File: config.mk
export PLATFORM = sky130hd
export DESIGN_NAME = stall_guard
export DESIGN_NICKNAME = d
export VERILOG_FILES = /design/src/rtl/stall_guard_pkg.sv /design/src/rtl/sg_edge_sync.sv /design/src/rtl/sg_tick.sv /design/src/rtl/sg_ramp.sv /design/src/rtl/stall_guard.sv
export SDC_FILE = /design/constraint.sdc
export NUM_CORES = 1
export LEC_CHECK = 0
export BUFFER_PORTS_ARGS = -buffer_cell sky130_fd_sc_hd__buf_2
export CAP_MARGIN = 40
export CORE_ASPECT_RATIO = 0.8
export CORE_MARGIN = 2
export CORE_UTILIZATION = 62
export CTS_CLUSTER_DIAMETER = 30
export CTS_CLUSTER_SIZE = 25
export DETAILED_ROUTE_END_ITERATION = 6
export PLACE_DENSITY = 0.8
export REMOVE_ABC_BUFFERS = 1
export SLEW_MARGIN = 20
export SYNTH_ARGS = -nofsm -noshare
export SYNTH_HDL_FRONTEND = slang
export SYNTH_SLANG_ARGS = --single-unit
File: constraint.sdc
create_clock -name clk -period 1.08 [get_ports clk]
set_input_delay 0.108 -clock clk [delete_from_list [all_inputs] [get_ports clk]]
set_output_delay 0.108 -clock clk [all_outputs]
set_load 0.02 [all_outputs]
File: src/rtl/stall_guard_pkg.sv
package stall_guard_pkg;
  typedef enum logic {
    PH_ON  = 1'b0,
    PH_OFF = 1'b1
  } phase_t;
endpackage

File: src/rtl/sg_edge_sync.sv
module sg_edge_sync #(
  parameter int STAGES = 2
) (
  input  logic clk,
  input  logic rst_n,
  input  logic din,
  output logic edge_o
);
  logic [STAGES:0] sh_q;
  logic [STAGES:0] sh_d;

  // Shift chain: stages 0..STAGES-1 synchronise, stage STAGES holds the prior value
  genvar gi;
  generate
    for (gi = 0; gi <= STAGES; gi++) begin : g_chain
      if (gi == 0) begin : g_first
        assign sh_d[gi] = din;
      end else begin : g_rest
        assign sh_d[gi] = sh_q[gi-1];
      end
    end
  endgenerate

  always_ff @(posedge clk or negedge rst_n) begin
    if (!rst_n) sh_q <= '0;
    else        sh_q <= sh_d;
  end

  assign edge_o = sh_q[STAGES] ^ sh_q[STAGES-1];
endmodule

File: src/rtl/sg_tick.sv
module sg_tick #(
  parameter int DIV = 4
) (
  input  logic clk,
  input  logic rst_n,
  input  logic active,
  output logic tick
);
  localparam int CW = (DIV > 1) ? $clog2(DIV) : 1;
  localparam logic [CW-1:0] LAST = CW'(DIV - 1);

  logic [CW-1:0] cnt_q, cnt_d;
  logic          cnt_en;

  assign tick   = active && (cnt_q == LAST);
  assign cnt_en = 1'b1;

  always_comb begin
    if (!active || tick) cnt_d = '0;
    else                 cnt_d = cnt_q + 1'b1;
  end

  always_ff @(posedge clk or negedge rst_n) begin
    if (!rst_n)      cnt_q <= '0;
    else if (cnt_en) cnt_q <= cnt_d;
  end
endmodule

File: src/rtl/sg_ramp.sv
module sg_ramp
  import stall_guard_pkg::*;
#(
  parameter int ACC_W     = 12,
  parameter int UP_STEP   = 14,
  parameter int DN_STEP   = 1,
  parameter int LO_LVL    = 140,
  parameter int HI_LVL    = 420,
  parameter int EDGE_DROP = 70
) (
  input  logic   clk,
  input  logic   rst_n,
  input  logic   active,
  input  logic   tick,
  input  logic   hall_edge,
  output phase_t phase_o,
  output logic   locked_o
);
  localparam int XW = ACC_W + 1;
  localparam logic [XW-1:0] UP_X    = XW'(UP_STEP);
  localparam logic [XW-1:0] DN_X    = XW'(DN_STEP);
  localparam logic [XW-1:0] HI_X    = XW'(HI_LVL);
  localparam logic [XW-1:0] FLOOR_X = XW'(LO_LVL + DN_STEP);
  localparam logic [XW-1:0] DROP_X  = XW'(EDGE_DROP);
  localparam logic [ACC_W-1:0] HI_A = ACC_W'(HI_LVL);
  localparam logic [ACC_W-1:0] LO_A = ACC_W'(LO_LVL);

  logic [ACC_W-1:0] acc_q, acc_d;
  phase_t           ph_q, ph_d;
  logic             lk_q, lk_d;
  logic [XW-1:0]    acc_x, up_sum, dn_dif, drop_dif;
  logic             at_top, at_floor, drop_sat;

  assign acc_x    = {1'b0, acc_q};
  assign up_sum   = acc_x + UP_X;
  assign dn_dif   = acc_x - DN_X;
  assign drop_dif = acc_x - DROP_X;
  assign at_top   = (up_sum >= HI_X);
  assign at_floor = (acc_x <= FLOOR_X);
  assign drop_sat = (acc_x <= DROP_X);

  always_comb begin
    acc_d = acc_q;
    ph_d  = ph_q;
    lk_d  = lk_q;
    if (!active) begin
      acc_d = '0;
      ph_d  = PH_ON;
      lk_d  = 1'b0;
    end else begin
      unique case (ph_q)
        PH_ON: begin
          if (hall_edge) begin
            // rotation seen: pull down and release the stall flag
            acc_d = drop_sat ? '0 : drop_dif[ACC_W-1:0];
            lk_d  = 1'b0;
          end else if (tick) begin
            if (at_top) begin
              acc_d = HI_A;
              ph_d  = PH_OFF;
              lk_d  = 1'b1;
            end else begin
              acc_d = up_sum[ACC_W-1:0];
            end
          end
        end
        PH_OFF: begin
          // edges are ignored here: drive is blocked, the rotor only coasts
          if (tick) begin
            if (at_floor) begin
              acc_d = LO_A;
              ph_d  = PH_ON;
            end else begin
              acc_d = dn_dif[ACC_W-1:0];
            end
          end
        end
        default: ph_d = PH_ON;
      endcase
    end
  end

  always_ff @(posedge clk or negedge rst_n) begin
    if (!rst_n) begin
      acc_q <= '0;
      ph_q  <= PH_ON;
      lk_q  <= 1'b0;
    end else begin
      acc_q <= acc_d;
      ph_q  <= ph_d;
      lk_q  <= lk_d;
    end
  end

  assign phase_o  = ph_q;
  assign locked_o = lk_q;
endmodule

File: src/rtl/stall_guard.sv
module stall_guard
  import stall_guard_pkg::*;
#(
  parameter int ACC_W       = 12,
  parameter int TICK_DIV    = 4,
  parameter int UP_STEP     = 14,
  parameter int DN_STEP     = 1,
  parameter int LO_LVL      = 140,
  parameter int HI_LVL      = 420,
  parameter int EDGE_DROP   = 70,
  parameter int SYNC_STAGES = 2
) (
  input  logic clk,
  input  logic rst_n,
  input  logic hall_in,
  input  logic prot_en,
  input  logic run,
  output logic drive_ok,
  output logic locked
);
  logic [1:0] rs_q, rs_d;
  logic       rst_int_n;
  logic       active, tick, hall_edge;
  phase_t     phase;

  assign rs_d = {rs_q[0], 1'b1};
  always_ff @(posedge clk or negedge rst_n) begin
    if (!rst_n) rs_q <= '0;
    else        rs_q <= rs_d;
  end
  assign rst_int_n = rs_q[1];

  assign active = run && prot_en;

  sg_edge_sync #(.STAGES(SYNC_STAGES)) u_sync (
    .clk    (clk),
    .rst_n  (rst_int_n),
    .din    (hall_in),
    .edge_o (hall_edge)
  );

  sg_tick #(.DIV(TICK_DIV)) u_tick (
    .clk    (clk),
    .rst_n  (rst_int_n),
    .active (active),
    .tick   (tick)
  );

  sg_ramp #(
    .ACC_W     (ACC_W),
    .UP_STEP   (UP_STEP),
    .DN_STEP   (DN_STEP),
    .LO_LVL    (LO_LVL),
    .HI_LVL    (HI_LVL),
    .EDGE_DROP (EDGE_DROP)
  ) u_ramp (
    .clk       (clk),
    .rst_n     (rst_int_n),
    .active    (active),
    .tick      (tick),
    .hall_edge (hall_edge),
    .phase_o   (phase),
    .locked_o  (locked)
  );

  assign drive_ok = run && (phase == PH_ON);
endmodule

==> results.yml, run 1 <==
outcome:
  outcome: "did not finish"
  stop_stage: "4_1_cts"
  firstError: "[ERROR DPL-0038] Utilization greater than 100%, impossible to legalize"
yosys:
  synth-seq-area-share_pct: 27.69
  ys_types: 67
  netlist_area_mm2: 0.001898
  postSynthAreaPerCell_um2: 7.779
  synth_flop_cell: "dfrtp_1"
  synth-edff-count: 0
  synth-seq-cells: 21
  synthArstFlopShare_pct: 100.0
  synthTopCellsByCount: "29 x nor2_1, 22 x nand2_1, 21 x dfrtp_1, 18 x a21oi_1, 17 x nor3_1"
  synth_area_leaders: "dfrtp_1 28%, nor2_1 5.7%, a21oi_1 4.7%, nor3_1 4.5%, nand2_1 4.4%"
  synth_most_common_cell: "nor2_1"
  synth_top_area_share_pct: 27.69
  syn_inst: 244
  yosys_warnings: 0
  synth_top_area_cell: "dfrtp_1"
clock_tree:
  cts_setup_buffers: 12
  hold_buffers: 2
  cts_buffers: 3
  cts_root_buffer: "clkbuf_8"
  post_cts_resized: 54
  htreeDepth: 1
  clock_sinks: 21
  clockBufferDepth: 2
floorplan:
  start_util_pct: 67.09
  die_w_um: 65.86
  rows: 17
  num_io_pins: 7
  dieHeight_um: 53.49
place:
  dpl.hpwl_mm: 5.618
  io_buffers: 6
  routabilityCongestion: 0.9892
per-stage QoR:
stage / hold WS (ns) / std cells / setup TNS (ns) / cell area, µm² / setup WS (ns)
after floorplan: -0.1876 / 225 / -17.06 / 1787 / -1.379
after global placement: -0.1083 / 363 / -15.07 / 2570 / -1.161
after detailed placement: -0.09254 / 363 / -17.61 / 2570 / -1.378
kinds of logic after synthesis:
logic type | count (synthesis) | synth area share (%)
buffers and inverters | 24 | 6.855
adders and majority gates | 5 | 3.296
xor gates and xnor gates | 10 | 4.614
and+or+nand+nor | 104 | 27.95
AOI/OAI and AO/OA | 75 | 27.29
other | 1 | 0.1976
DFF | 21 | 27.69
muxes | 4 | 2.110
==> run 2, diff against run 1 <==
Settings changed: CORE_ASPECT_RATIO 0.8 to unset, CORE_UTILIZATION 62 to 40, CTS_CLUSTER_DIAMETER 30 to unset, CTS_CLUSTER_SIZE 25 to unset, PLACE_DENSITY 0.8 to unset, PLACE_DENSITY_LB_ADDON set to 0.15.
==> run 2 against run 1 <==
The flow now finishes, with violations (setup timing). Synthesized cell count is the same. Area after synthesis is the same.
==> results.yml, run 2 <==
cells_and_area:
  antennaDiodeCount: 0
  largestRegisters: "u_ramp.acc_q: 12 flops, u_sync.sh_q: 3 flops"
  drive_gt1_share_pct: 45.00
  nNetsFinal: 351
  finish.instance_area_mm2: 0.002937
  instances_no_fill: 394
  synthToLayoutAreaGrowth_pct: 54.71
  top_register: "u_ramp.acc_q"
  layout_commonest_cell: "buf_4"
  largest_reg_flops: 12
  most-common-layout-cells: "99 x buf_4, 29 x nor2_1, 21 x nand2_1, 19 x dfrtp_1, 15 x a21oi_1"
worst_hold_path:
  hold_path_class: "in -> async"
sta:
  timing.final.crit_share_pct: 208.6
  hold_viol: 0
  setup_viol: 15
  rsz0062_at_grt: "true"
  clock_skew_ns: 0.004306
  slew_viol_final: 0
  fin_ws_ns: -1.172
  max_freq_mhz: 444.0
  whs_ns: 0.1478
  finalCriticalPeriod_ns: 2.252
yosys:
  synthArstFlopShare_pct: 100.0
  postSynthAreaPerCell_um2: 7.779
  yosys_warnings: 0
  synth_flop_cell: "dfrtp_1"
  synth_top_area_share_pct: 27.69
  synth_most_common_cell: "nor2_1"
  synth-seq-cells: 21
  synthTopCellsByCount: "29 x nor2_1, 22 x nand2_1, 21 x dfrtp_1, 18 x a21oi_1, 17 x nor3_1"
  synth-seq-area-share_pct: 27.69
  synth_area_leaders: "dfrtp_1 28%, nor2_1 5.7%, a21oi_1 4.7%, nor3_1 4.5%, nand2_1 4.4%"
  ys_types: 67
  syn_inst: 244
  synth-edff-count: 0
  synth_top_area_cell: "dfrtp_1"
  netlist_area_mm2: 0.001898
place:
  routabilityCongestion: 0.8955
  pre_cts_ws_ns: -1.274
  placed_area_mm2: 0.002605
  dpl.hpwl_mm: 4.739
  io_buffers: 6
  dp.cells: 381
detailed_routing:
  post_drt_wl_per_cell_um: 16.77
  postRouteAntennaNets: 0
  drc_errors: 0
  route.vias.total: 2253
  routed_wl_mm: 6.606
  drt_iter0_drc: 127
  via_per_inst: 5.718
  dr.pass1.iters: 5
clock_tree:
  cts_tree: "yes"
  clockBufferDepth: 2
  cts_buffers: 3
  clock_sinks: 21
  htreeDepth: 1
  path_clk_slew_ns: 0.09
  clk_latency_ns: 0.28
  cts_root_buffer: "clkbuf_8"
power:
  cellLeakagePower_nw: 1.342
  power_mw: 3.243
  peakVddDrop_uv: 625.9
  powerDensity_mw_per_mm2: 1104
floorplan:
  rows: 25
  die-area_mm2: 0.005312
  coreArea_mm2: 0.004661
  die_w_um: 72.89
  start_util_pct: 40.72
  dieHeight_um: 72.89
  num_io_pins: 7
worst_setup_path:
  end_kind: "flip-flop"
  cp.required_ns: 1.29
  worstPathArrival_ns: 2.46
  startpoint_type: "flip-flop"
  critPathMaxFanout: 7
  crit_type: "reg -> reg"
global_route:
  grt_pass1_wl_mm: 10.51
  grt_max_degree: 20
  track_usage_pct: 25.65
  overflow: 0
  grt_pass1_vias: 2221
  antenna_found_initial: 0
outcome:
  violations: "setup timing"
  outcome: "finished, violations left"
flow_run:
  maxCapViolations: 0
run 2: cell counts after synthesis:
Identical to the previous run, type by type.
run 2: stage by stage:
step	util, %	setup TNS, ns
6_report	63.01	-15.17
5_1_grt	63.01	-16.37
4_1_cts	59.38	-15.20
3_5_place_dp	55.89	-16.25
3_3_place_gp	55.89	-15.51
2_1_floorplan	-	-17.06
run 2: layout make-up:
class                   count  area [µm²]
repair buffers            111       844.6
inverters                   5       18.77
multi-input cells         199        1433
well taps                  54       67.56
fillers                   390        1724
clock buffers               4       45.04
flip-flops and latches     21       528.0
run 2: critical path, stage by stage (launching register included):
cell and delay, ns:
dfrtp_1 0.41, buf_6 0.13, or4b_4 0.54, nor4_4 0.17, o21ai_2 0.14, a2111oi_4 0.32
nand2_2 0.18, buf_4 0.18, o22ai_2 0.10
run 2: path summary, 6_finish.rpt:
| kind | from | depth (start not counted) | slack [ns] | end |
|---|---|---|---|---|
| max in group asynchronous | rs_q[1] | 1 | 0.64 | u_ramp.acc_q[5] |
| max | u_ramp.acc_q[2] | 8 | -1.17 | u_ramp.acc_q[6] |
| max reg2reg | u_ramp.acc_q[2] | 8 | -1.17 | u_ramp.acc_q[6] |
| min in group clk | prot_en | 5 | 0.34 | u_ramp.acc_q[2] |
| min reg2reg | rs_q[1] | 1 | 0.21 | u_sync.sh_q[2] |
| min | rst_n | 2 | 0.15 | rs_q[1] |
run 2: logic make-up after synthesis:
logic type	after synthesis	synth area share (%)
flip-flops	21	27.69
buffers and inverters	24	6.855
XOR/XNOR	10	4.614
adder cells (fa/ha/maj)	5	3.296
AO/OA/AOI/OAI	75	27.29
multiplexers	4	2.110
other	1	0.1976
AND/OR/NAND/NOR	104	27.95
run 2: report_power, final:
part / switching, mW / total, mW / internal [mW]
logic: 0.883 / 1.77 / 0.884
registers: 0.0703 / 0.905 / 0.835
clock network: 0.305 / 0.570 / 0.265
total: 1.26 / 3.24 / 1.98
run 2: metal layers:
| metal | part of all wire (%) | track usage (%) | up-vias | wire length [µm] |
|---|---|---|---|---|
| met2 | 48 | 41.62 | 103 | 3166 |
| li1 | - | - | 1087 | - |
| met1 | 42 | 34.39 | 1049 | 2797 |
| met5 | 0 | 0 | - | 0 |
| met4 | 3.0 | 10.49 | 0 | 197 |
| met3 | 6.7 | 3.453 | 14 | 445 |
run 2: timing repair:
| action | CTS | global route |
|---|---|---|
| hold endpoints to repair | 3 | 0 |
| buffers inserted | 2 | 7 |
| endpoints found under the setup margin | 15 | 17 |
| pin swaps | 6 | 16 |
| gates resized for setup | 19 | 30 |
| hold buffers | 2 | 0 |
Power figures use the tool's default switching activity.
==> run 3, diff against run 2 <==
--- a/config.mk
+++ b/config.mk
@@ -14,2 +14,3 @@
 export REMOVE_ABC_BUFFERS = 1
+export SKIP_LAST_GASP = 1
 export SLEW_MARGIN = 20
==> constraint.sdc (replaced) <==
create_clock -name clk -period 1.08 [get_ports clk]
set_input_delay 0.216 -clock clk [delete_from_list [all_inputs] [get_ports clk]]
set_output_delay 0.216 -clock clk [all_outputs]
set_load 0.02 [all_outputs]
==> run 3 against run 2 <==
The run still ends with setup timing left. Critical endpoint unchanged. Routed wire length shrank 0.88%. Global-route usage is the same. Non-clock buffer count shrank 1. Clock skew up 0.0026 ns. Sequential power hardly changed. Sequential share of layout area rose by 0.28 points. Flip-flop and latch count unchanged.
==> results.yml, run 3 (synthesis results as in run 2) <==
outcome:
  outcome: "finished, violations left"
  violations: "setup timing"
detailed_routing:
  via_per_inst: 5.776
  wl_met1_mm: 2.779
  wl_met3_um: 406
  post_drt_wl_per_cell_um: 16.66
  dr.pass1.iters: 4
  top_layer: "met4"
  route.vias.total: 2270
  drt_iter0_drc: 193
  dr_wl_met2_mm: 3.099
  routed_wl_mm: 6.548
  drc_errors: 0
  postRouteAntennaNets: 0
power:
  power_switching_mw: 1.241
  power_frac_clock_pct: 17.7
  combPwrFrac_pct: 54.2
  peakVddDrop_uv: 622.1
  cellLeakagePower_nw: 1.333
  powerDensity_mw_per_mm2: 1109
  switching_share_pct: 38.69
  intPower_mw: 1.966
  pwr-share-seq_pct: 28.2
sta:
  hold_viol: 0
  max_freq_mhz: 445.7
  clock_skew_ns: 0.006863
  slew_viol_final: 0
  finalCriticalPeriod_ns: 2.244
  setup_tns_ns: -15.23
  whs_ns: 0.03771
  timing.final.crit_share_pct: 207.8
  fin_ws_ns: -1.164
  setup_viol: 15
  rsz0062_at_grt: "true"
global_route:
  antenna_found_initial: 0
  grt_pass1_wl_mm: 10.50
  track_usage_pct: 25.65
  grt_pass1_vias: 2215
  grt_max_degree: 20
  overflow: 0
flow_run:
  maxCapViolations: 0
floorplan:
  dieHeight_um: 72.89
  rows: 25
  num_io_pins: 7
  coreArea_mm2: 0.004661
  die_w_um: 72.89
  start_util_pct: 40.72
  die-area_mm2: 0.005312
worst_setup_path:
  r2r-start: "u_ramp.acc_q[2]"
  r2r_end: "u_ramp.acc_q[6]"
  cp.required_ns: 1.29
  reg2reg_slack_ns: -1.16
  critPathMaxFanout: 7
  crit_type: "reg -> reg"
  end_kind: "flip-flop"
  startpoint_type: "flip-flop"
  r2r_cells: 8
  worstPathArrival_ns: 2.45
place:
  pre_cts_ws_ns: -1.274
  dpl.hpwl_mm: 4.739
  routabilityCongestion: 0.8955
  io_buffers: 6
  dp.cells: 381
clock_tree:
  cts_root_buffer: "clkbuf_8"
  cts_tree: "yes"
  htreeDepth: 1
  path_clk_slew_ns: 0.09
  clock_sinks: 21
  clockBufferDepth: 2
  cts_buffers: 3
  clk_latency_ns: 0.27
worst_hold_path:
  hold_path_class: "in -> reg"
  hold_end: "u_sync.sh_q[0]"
  hold_depth: 1
  worstHoldStart: "hall_in"
cells_and_area:
  layout_commonest_cell: "buf_4"
  synthToLayoutAreaGrowth_pct: 52.34
  drive_gt1_share_pct: 43.95
  top_register: "u_ramp.acc_q"
  multi_input_area_mm2: 0.001401
  fill_cells: 394
  most-common-layout-cells: "100 x buf_4, 29 x nor2_1, 21 x nand2_1, 19 x dfrtp_1, 16 x a21oi_1"
  largest_reg_flops: 12
  ff_latch_area_um2: 528.0
  nNetsFinal: 350
  antennaDiodeCount: 0
  largestRegisters: "u_ramp.acc_q: 12 flops, u_sync.sh_q: 3 flops"
  instances_no_fill: 393
## run 3: worst max path at each step
| stage | start | end | slack [ns] | cells after the start |
|---|---|---|---|---|
| final | u_ramp.acc_q[2] | u_ramp.acc_q[6] | -1.16 | 8 |
| after global routing | u_ramp.acc_q[2] | u_ramp.acc_q[3] | -1.26 | 8 |
| after detailed placement | u_ramp.acc_q[1] | u_ramp.acc_q[11] | -1.27 | 9 |
| after floorplan | u_ramp.acc_q[1] | u_ramp.acc_q[5] | -1.38 | 9 |
| after global placement | u_ramp.acc_q[1] | u_ramp.acc_q[11] | -1.20 | 9 |
| after CTS | u_ramp.acc_q[2] | u_ramp.acc_q[11] | -1.18 | 9 |
## run 3: worst max-delay path: stages (launching register included)
cell       delay (ns)
dfrtp_1          0.41
buf_6            0.14
or4b_4           0.54
nor4_4           0.17
o21ai_2          0.13
a2111oi_4        0.32
nand2_2          0.18
buf_4            0.18
o22ai_2          0.10
## run 3: layout make-up
class                      instances  share of cell area (%)
multi-input combinational        199                   48.46
sequential                        21                   18.26
inverter                           5                  0.6491
timing repair buffer             110                   28.73
tap                               54                   2.337
clock buffer                       4                   1.558
## run 3: what timing repair did
action | in CTS | in global routing
hold buffers | 1 | 0
resized for setup | 18 | 23
pin swaps | 6 | 16
endpoints found under the setup margin | 15 | 17
endpoints found under the hold margin | 2 | 0
cloned | 0 | 0
buffers inserted | 2 | 7
## run 3: power groups by stage
stage,logic (mW),clock network [mW],registers [mW]
after floorplan,0.697,0,0.973
after global placement,1.50,0,0.913
after detailed placement,1.50,0,0.913
after CTS,1.58,0.569,0.905
after global routing,1.88,0.593,0.911
final,1.74,0.566,0.904
## run 3: stage by stage
step	instance area [µm²]	util (%)	power, mW
3_5_place_dp	2605	55.89	2.415
6_report	2892	62.04	3.206
4_1_cts	2753	59.06	3.053
2_1_floorplan	1787	-	1.669
3_3_place_gp	2605	55.89	2.415
5_1_grt	2892	62.04	3.380
## run 3: layer usage
| metal | GRT usage [%] | up-vias |
|---|---|---|
| met5 | 0 | - |
| met4 | 10.49 | 0 |
| met3 | 3.453 | 25 |
| met2 | 41.72 | 86 |
| met1 | 34.31 | 1072 |
| li1 | - | 1087 |
==> run 4, diff against run 3 <==
Settings changed: GPL_TIMING_DRIVEN set to 0.
==> run 4 against run 3 <==
The flow still finishes with violations (setup timing). Maximum frequency down 5.8%. Utilization down 5.6 points. First-iteration DRC count down 18%. Clock skew down 0.0044 ns. Global-route usage up 0.14 points. Count of clock-buffer cells in the layout unchanged. Critical path depth up 3. Setup slack worse by 0.14 ns. Flip-flop and latch count unchanged. Combinational power down 11%. Highest routed layer unchanged.
==> results.yml, run 4 (synthesis results as in run 2) <==
outcome:
  outcome: "finished, violations left"
  violations: "setup timing"
worst_setup_path:
  end_kind: "flip-flop"
  path_cells: "buf_6 > inv_4 > ha_4 > nand2b_1 > a21boi_1 > o311a_1 > o31a_1 > buf_4 > or2_4 > a31oi_1 > nor3_1"
  critPathMaxStageDelay_ns: 0.39
  worstPathArrival_ns: 2.52
  critPathSlowestCell: "o31a_1"
  critPathMaxFanout: 3
  r2r_cells: 11
  path_depth: 11
  crit_type: "reg -> reg"
  startpoint_type: "flip-flop"
  crit_family: "compound AO/OA/AOI/OAI gates"
  cp_num_buf_inv: 3
  cp.required_ns: 1.22
floorplan:
  num_io_pins: 7
  die_w_um: 72.89
  die-area_mm2: 0.005312
  dieHeight_um: 72.89
  coreArea_mm2: 0.004661
  rows: 25
  start_util_pct: 40.72
sta:
  timing.final.crit_share_pct: 220.5
  worst_pin_slew_ns: 0.5692
  hold_viol: 0
  finalCriticalPeriod_ns: 2.381
  max_freq_mhz: 420.0
  whs_ns: 0.04203
  fin_ws_ns: -1.301
  clock_skew_ns: 0.002423
  slew_viol_final: 0
  rsz0062_at_grt: "true"
  setup_viol: 15
  maxSlewHeadroom_pct: 61.74
cells_and_area:
  antennaDiodeCount: 0
  largestRegisters: "u_ramp.acc_q: 12 flops, u_sync.sh_q: 3 flops"
  drive_gt1_share_pct: 38.95
  synthToLayoutAreaGrowth_pct: 38.56
  layout_commonest_cell: "buf_4"
  nNetsFinal: 296
  top_register: "u_ramp.acc_q"
  most-common-layout-cells: "39 x buf_4, 29 x nor2_1, 20 x nand2_1, 18 x a21oi_1, 14 x nor3_1"
  largest_reg_flops: 12
global_route:
  antenna_found_initial: 0
  grt_pass1_vias: 2014
  grt_pass1_wl_mm: 10.46
  track_usage_pct: 25.79
  grt_max_degree: 20
  overflow: 0
place:
  io_buffers: 6
  routabilityCongestion: 0.9011
  dpl.hpwl_mm: 3.538
  pre_cts_ws_ns: -1.907
clock_tree:
  cts_tree: "yes"
  clockBufferDepth: 2
  cts_buffers: 3
  clk_latency_ns: 0.27
  htreeDepth: 1
  path_clk_slew_ns: 0.08
  cts_root_buffer: "clkbuf_8"
  clock_sinks: 21
flow_run:
  maxCapViolations: 0
power:
  powerDensity_mw_per_mm2: 1166
  cellLeakagePower_nw: 1.088
  peakVddDrop_uv: 1074
detailed_routing:
  route.vias.total: 2090
  routed_wl_mm: 6.360
  drc_errors: 0
  via_per_inst: 6.165
  dr.pass1.iters: 4
  post_drt_wl_per_cell_um: 18.76
  postRouteAntennaNets: 0
  drt_iter0_drc: 159
worst_hold_path:
  hold_path_class: "in -> reg"
  hold_depth: 1
run 4: cell count changes in the layout (fill, tap and decap cells not counted), moves of 3 or more:
cell     delta
buf_4      -61
buf_6       +5
dfrtp_1     -7
dfrtp_2     +4
dfrtp_4     +3
ha_1        -3
ha_4        +3
run 4: path summary, 6_finish.rpt:
| check | from | endpoint | slack, ns |
|---|---|---|---|
| setup / recovery | u_ramp.acc_q[2] | u_ramp.locked_o | -1.30 |
| hold / removal | hall_in | u_sync.sh_q[0] | 0.04 |
| setup reg to reg | u_ramp.acc_q[2] | u_ramp.locked_o | -1.30 |
| hold reg to reg | rs_q[1] | u_ramp.acc_q[8] | 0.09 |
| max in group asynchronous | rs_q[1] | u_ramp.acc_q[3] | 0.59 |
| min in group asynchronous | rs_q[1] | u_ramp.acc_q[8] | 0.09 |
run 4: area by class of cell:
type	count	area [µm²]
fill	404	2031
tap	54	67.56
sequential	21	544.3
clock buffer	4	45.04
inverter	5	23.77
multi-input combinational	199	1500
timing repair buffer	56	449.2
run 4: routing by layer:
layer | track usage [%] | part of all wire, %
met3 | 3.177 | 6.1
met2 | 40.00 | 47
met4 | 14.20 | 3.3
met1 | 34.86 | 43
met5 | 0 | 0
run 4: report_power, final:
group | internal, mW | switching (mW)
Combinational | 0.751 | 0.802
Clock | 0.264 | 0.288
Sequential | 0.843 | 0.119
Total | 1.86 | 1.21
run 4: metrics by stage:
stage | area (µm²) | setup TNS, ns | std cells | power [mW] | utilization [%]
2_1_floorplan | 1787 | -17.11 | 225 | 1.669 | -
3_3_place_gp | 1884 | -27.71 | 285 | 1.903 | 40.43
3_5_place_dp | 1904 | -23.63 | 286 | 1.905 | 40.86
4_1_cts | 2474 | -16.15 | 328 | 2.886 | 53.07
5_1_grt | 2630 | -18.42 | 339 | 3.209 | 56.43
6_report | 2630 | -17.00 | 339 | 3.067 | 56.43
run 4: repair_timing:
item	in CTS	in global routing
gates resized for setup	58	14
hold buffers	1	0
pin swaps	24	13
setup buffers	37	11
hold endpoints to repair	2	0
gates cloned	0	0
endpoints found under the setup margin	15	16
